[src/rtl/dbg_tap.sv]
module dbg_tap #(
  parameter logic [31:0] IDCODE_VAL = 32'h2C0F_E0A5,
  parameter int          MAX_REG    = 95
) (
  input  logic        tck,
  input  logic        trst_n,
  input  logic        tms,
  input  logic        tdi,
  output logic        tdo,
  input  logic [7:0]  pwr_evt,
  output logic [7:0]  pwr_ctrl,
  output logic [6:0]  reg_addr,
  output logic [31:0] reg_wdata,
  output logic        reg_wr,
  input  logic [31:0] reg_rdata,
  output logic        reg_rd
);

  localparam logic [4:0] OP_PWRCTL  = 5'h08;
  localparam logic [4:0] OP_PWRSTAT = 5'h09;
  localparam logic [4:0] OP_ACCESS  = 5'h1C;
  localparam logic [4:0] OP_IDCODE  = 5'h1E;
  localparam logic [6:0] TOP_REG    = 7'(MAX_REG);

  typedef enum logic [3:0] {
    S_TLR = 4'hF, S_RTI = 4'hC,
    S_SELDR = 4'h7, S_CAPDR = 4'h6, S_SHDR = 4'h2, S_EX1DR = 4'h1,
    S_PAUDR = 4'h3, S_EX2DR = 4'h0, S_UPDDR = 4'h5,
    S_SELIR = 4'h4, S_CAPIR = 4'hE, S_SHIR = 4'hA, S_EX1IR = 4'h9,
    S_PAUIR = 4'hB, S_EX2IR = 4'h8, S_UPDIR = 4'hD
  } tap_state_e;

  tap_state_e  state, nxt;
  logic [4:0]  ir, ir_sh;
  logic [31:0] dr_sh, cap_val;
  logic [7:0]  pwr_stat;
  logic        data_ph, wr_flag;

  always_comb begin
    case (state)
      S_TLR:   nxt = tms ? S_TLR   : S_RTI;
      S_RTI:   nxt = tms ? S_SELDR : S_RTI;
      S_SELDR: nxt = tms ? S_SELIR : S_CAPDR;
      S_CAPDR: nxt = tms ? S_EX1DR : S_SHDR;
      S_SHDR:  nxt = tms ? S_EX1DR : S_SHDR;
      S_EX1DR: nxt = tms ? S_UPDDR : S_PAUDR;
      S_PAUDR: nxt = tms ? S_EX2DR : S_PAUDR;
      S_EX2DR: nxt = tms ? S_UPDDR : S_SHDR;
      S_UPDDR: nxt = tms ? S_SELDR : S_RTI;
      S_SELIR: nxt = tms ? S_TLR   : S_CAPIR;
      S_CAPIR: nxt = tms ? S_EX1IR : S_SHIR;
      S_SHIR:  nxt = tms ? S_EX1IR : S_SHIR;
      S_EX1IR: nxt = tms ? S_UPDIR : S_PAUIR;
      S_PAUIR: nxt = tms ? S_EX2IR : S_PAUIR;
      S_EX2IR: nxt = tms ? S_UPDIR : S_SHIR;
      S_UPDIR: nxt = tms ? S_SELDR : S_RTI;
      default: nxt = S_TLR;
    endcase
  end

  always_ff @(posedge tck or negedge trst_n)
    if (!trst_n) state <= S_TLR;
    else         state <= nxt;

  always_ff @(posedge tck or negedge trst_n) begin
    if (!trst_n) begin
      ir    <= OP_IDCODE;
      ir_sh <= '0;
    end else begin
      case (state)
        S_TLR:   ir    <= OP_IDCODE;
        S_CAPIR: ir_sh <= 5'b00001;
        S_SHIR:  ir_sh <= {tdi, ir_sh[4:1]};
        S_UPDIR: ir    <= ir_sh;
        default: ;
      endcase
    end
  end

  wire op_access = (ir == OP_ACCESS);
  wire addr_ok   = (reg_addr <= TOP_REG);
  wire new_ok    = (dr_sh[7:1] <= TOP_REG);

  always_comb begin
    case (ir)
      OP_IDCODE:  cap_val = IDCODE_VAL;
      OP_PWRCTL:  cap_val = {24'b0, pwr_ctrl};
      OP_PWRSTAT: cap_val = {24'b0, pwr_stat};
      OP_ACCESS:  cap_val = (data_ph && !wr_flag && addr_ok) ? reg_rdata : 32'b0;
      default:    cap_val = 32'b0;
    endcase
  end

  always_ff @(posedge tck or negedge trst_n) begin
    if (!trst_n)
      dr_sh <= '0;
    else if (state == S_CAPDR)
      dr_sh <= cap_val;
    else if (state == S_SHDR) begin
      case (ir)
        OP_IDCODE:             dr_sh <= {tdi, dr_sh[31:1]};
        OP_PWRCTL, OP_PWRSTAT: dr_sh <= {24'b0, tdi, dr_sh[7:1]};
        OP_ACCESS:             dr_sh <= data_ph ? {tdi, dr_sh[31:1]}
                                                : {24'b0, tdi, dr_sh[7:1]};
        default:               dr_sh <= {31'b0, tdi};
      endcase
    end
  end

  always_ff @(posedge tck or negedge trst_n) begin
    if (!trst_n) begin
      data_ph   <= 1'b0;
      wr_flag   <= 1'b0;
      reg_addr  <= '0;
      reg_wdata <= '0;
      reg_wr    <= 1'b0;
      reg_rd    <= 1'b0;
    end else begin
      reg_wr <= 1'b0;
      reg_rd <= 1'b0;
      if (state == S_TLR || state == S_UPDIR)
        data_ph <= 1'b0;
      else if (state == S_UPDDR && op_access) begin
        data_ph <= !data_ph;
        if (!data_ph) begin
          reg_addr <= dr_sh[7:1];
          wr_flag  <= dr_sh[0];
          reg_rd   <= !dr_sh[0] && new_ok;
        end else if (wr_flag && addr_ok) begin
          reg_wdata <= dr_sh;
          reg_wr    <= 1'b1;
        end
      end
    end
  end

  wire upd_ctl  = (state == S_UPDDR) && (ir == OP_PWRCTL);
  wire upd_stat = (state == S_UPDDR) && (ir == OP_PWRSTAT);

  always_ff @(posedge tck or negedge trst_n) begin
    if (!trst_n) begin
      pwr_ctrl <= '0;
      pwr_stat <= '0;
    end else begin
      if (upd_ctl) pwr_ctrl <= dr_sh[7:0];
      pwr_stat <= (upd_stat ? (pwr_stat & ~dr_sh[7:0]) : pwr_stat) | pwr_evt;
    end
  end

  always_ff @(negedge tck or negedge trst_n)
    if (!trst_n)              tdo <= 1'b0;
    else if (state == S_SHIR) tdo <= ir_sh[0];
    else if (state == S_SHDR) tdo <= dr_sh[0];
    else                      tdo <= 1'b0;

endmodule


[config.mk]
export PLATFORM = sky130hd
export DESIGN_NAME = dbg_tap
export DESIGN_NICKNAME = d
export VERILOG_FILES = /design/src/rtl/dbg_tap.sv
export SDC_FILE = /design/constraint.sdc
export NUM_CORES = 1
export LEC_CHECK = 0
export BUFFER_PORTS_ARGS = -buffer_cell sky130_fd_sc_hd__buf_2
export CAP_MARGIN = 20
export CELL_PAD_IN_SITES_DETAIL_PLACEMENT = 0
export CELL_PAD_IN_SITES_GLOBAL_PLACEMENT = 1
export CORE_MARGIN = 10
export CORE_UTILIZATION = 40
export DETAILED_ROUTE_END_ITERATION = 8
export PLACE_DENSITY = 0.76
export SETUP_SLACK_MARGIN = 0.15
export SLEW_MARGIN = 10
export SYNTH_ARGS = -nofsm -noshare
export SYNTH_HDL_FRONTEND = slang
export SYNTH_SLANG_ARGS = --single-unit
[constraint.sdc]
create_clock -name tck -period 2.9 [get_ports tck]
set_clock_uncertainty 0.1 [all_clocks]
set_input_delay 0.29 -clock tck [delete_from_list [all_inputs] [get_ports tck]]
set_output_delay 0.29 -clock tck [all_outputs]
set_load 0.02 [all_outputs]
==> metrics.md <==
| Metric | Value |
|---|---|
| Tightest Hold Check Type | `in -> reg` |
| Crit path arrival time | `around 2.3 ns` |
| Slew Limit Fails | `0` |
| Placer Congestion | `about 0.75` |
| PwrDens | `roughly 790 nW/um^2` |
| Register bit total from synthesis | `~110` |
| P_leak | `roughly 2.7 nW` |
| Pin count of the biggest net entering global routing | `57` |
| Synth cell count leaders | `dfrtp_1 (97), nand2_1 (57), o21ai_0 (32), mux2_4 (29), nor2_1 (25)` |
| Post-synth ARST share | `between 90% and 100%` |
| Iteration count of the initial detailed-routing pass | `5` |
| Compound-gate portion of the synthesized area | `roughly an eighth` |
| First-pass GRT wire length | `between 15000 and 20000 um` |
| CP endpoint kind | `primary output` |
| Crit Path Category | `reg -> out` |
| Final net count | `around 540` |
| Fin. Hold Viols | `0` |
| Synthesis-to-finish area growth | `19.18%` |
| Grt total ovfl | `0` |
| Synthesized net count | `approximately 450` |
| GRT Overall Usage | `around 15%` |
| Die Width | `129.9 um` |
| Clock sink total | `between 100 and 150` |
| Initial antenna violation count | `0` |
| Routed len/inst | `~19 um` |
| DR vias | `3450` |
| Post-route cell area | `roughly 5800 um^2` |
| Core area | `~12000 um^2` |
| CP Buf/Inv Count | `1` |
| Outcome | `complete, no violations` |
| Final wirelength | `12220 um` |
| Hold-fix buffers, CTS | `0` |
| RSZ-0062 raised after global routing | `false` |
| Synth Area in Adders | `0%` |
| CP max-delay cell | `dfrtn_1` |
| Clock buffer depth | `2` |
| Top cell type's share of synthesized area | `50.27%` |
| Synth area leaders | `dfrtp_1 (50%), mux2_4 (9.0%), mux2_2 (5.4%), nand2_1 (4.4%), dfstp_2 (4.4%)` |
| Vias in the first global route | `3560` |
| Critical path data required time | `roughly 2.5 ns` |
| Netlist cell types | `between 40 and 50` |
| 1st-iter DRT viols | `between 150 and 200` |
| HPWL after detailed placement | `around 9000 um` |
| Drc violations | `0` |
| Critical Path Fanout Max | `1` |
| EDFF count, synth | `0` |
| Root Buffer | `clkbuf_16` |
| Clock buffer count from CTS | `9` |
| Worst-Skew Late Latency | `roughly 0.35 ns` |
| Simple-gate share of the synthesized area | `approximately an eighth` |
| XOR/XNOR Fraction of Synth Area | `0%` |
| Clk slew on worst S/H paths | `0.07 ns` |
| Placed Area | `approximately 5400 um^2` |
| Syn Inst Count | `between 400 and 500` |
| Antenna violation net count after detailed routing | `0` |
| Leading area contributor after synthesis | `dfrtp_1` |
| Worst setup SP type | `flip-flop` |
| Average instance area after synthesis | `11.81 um^2` |
| # fillers | `about 1100` |
| Layout cells sized above 1 | `roughly two fifths` |
| Crit-path leading delay family | `flip-flops` |
| CP Cell Sequence | `buf_4` |
| Diode count | `0` |
| Seq/Total Area, Yosys | `a little under three fifths` |
| Starting Density | `40.54%` |
| Fin Setup TNS | `0 ns` |
| Final setup vio count | `0` |
| Worst Tran Pin Value | `0.7131 ns` |
| CTS tree | `done` |
| Via density | `5.316` |
| MaxCap Viol Count | `0` |
| CP peak stage delay | `roughly 0.4 ns` |
| I/O pin cnt | `94` |
| Post-synth top flop | `dfrtp_1` |
| H-tree levels | `3` |
| Mapped Area | `4828 um^2` |
| Worst VDD drop | `around 0.00037 V` |
| Ys Warns | `0` |
| Top-count cell post-synth | `dfrtp_1` |
| Die height | `between 100 and 150 um` |
| Port Buffer Count | `93` |
| Mux share of post-synthesis cell area | `15.63%` |
| Largest family of logic cells by synthesized area | `multiplexers` |
| Relative slew slack | `52.46%` |
| Die area | `about 17000 um^2` |
| Row cnt | `40` |
worst paths after layout:
path                                   from            end  slack, ns  cells past startpoint
worst max-delay path                    tdo            tdo       0.19                      1
worst min-delay path             pwr_evt[6]    pwr_stat[6]       0.01                      2
worst max register to register     state[3]            tdo       0.27                      2
worst min register to register  pwr_stat[2]    pwr_stat[2]       0.38                      1
max in group asynchronous            trst_n       dr_sh[4]       1.53                      3
min in group asynchronous            trst_n  reg_wdata[11]       0.04                      2
per-stage QoR:
step	utilization, %	setup WS, ns	std cells	power, mW	hold slack (ns)
4_1_cts	48.31	0.1665	649	4.588	0.005062
5_1_grt	48.31	0.1540	649	4.808	0.008782
3_3_place_gp	45.54	0.3168	633	3.196	0.3544
6_report	48.31	0.1856	649	4.546	0.01390
2_1_floorplan	-	0.1615	409	2.844	-0.1056
3_5_place_dp	45.54	0.2866	633	3.242	0.3607
cell usage in the layout, fill, tap and decap left out, drive strengths merged, types with 2 or more instances in the layout:
master and instances:
clkbuf 10, mux2i 6, nor2 26, nor3 4, a221oi 4, dfrtp 97, o21ai 33, a21o 8
a21oi 9, dfstp 8, buf 105, inv 5, nor4b 2, a32oi 14, a31oi 10, nand2b 8
and4bb 2, clkinvlp 2, a211oi 3, and3 2, mux2 52, nand2 58, bufinv 2, nand3 12
o31ai 7, nor2b 2
final cells by class:
class	count	area [um^2]	area share (%)
Timing Repair Buffer	105	585.6	10.18
Multi-Input combinational cell	271	1979	34.40
Tap cell	147	183.9	3.196
Inverter	4	15.01	0.2609
Clock inverter	6	88.84	1.544
Sequential cell	106	2663	46.27
Clock buffer	10	239.0	4.153
routing by layer:
layer / wire, um / GRT usage (%) / vias to the layer above
met1: 5474 / 18.92 / 1686
li1: - / - / 1637
met5: 0 / 0 / -
met4: 131 / 3.968 / 0
met3: 944 / 4.422 / 11
met2: 5665 / 24.03 / 116
registers in the layout, summed over array words and instances, names as in the netlist:
signal	cells
state	4
pwr_ctrl	8
reg_addr	7
reg_wr	1
ir_sh	5
pwr_stat	8
reg_wdata	32
ir	5
wr_flag	1
tdo	1
data_ph	1
reg_rd	1
dr_sh	32
report_power, final:
| group | switching [mW] | internal [mW] |
|---|---|---|
| Combinational | 0.588 | 0.426 |
| Sequential | 0.393 | 1.80 |
| Clock | 0.552 | 0.782 |
| Total | 1.53 | 3.01 |
logic make-up (layout without fill, tap and decap cells):
| group | Yosys count | in the layout |
|---|---|---|
| DFF | 106 | 106 |
| buffers and inverters | 32 | 125 |
| and+or+nand+nor | 121 | 121 |
| muxes | 58 | 58 |
| AOI/OAI and AO/OA | 92 | 92 |
timing repair:
item	in CTS	in global routing
hold endpoints to repair	0	0
resized for setup	1	0
setup buffers	0	0
endpoints found under the setup margin	1	0
Power figures use the tool's default switching activity.
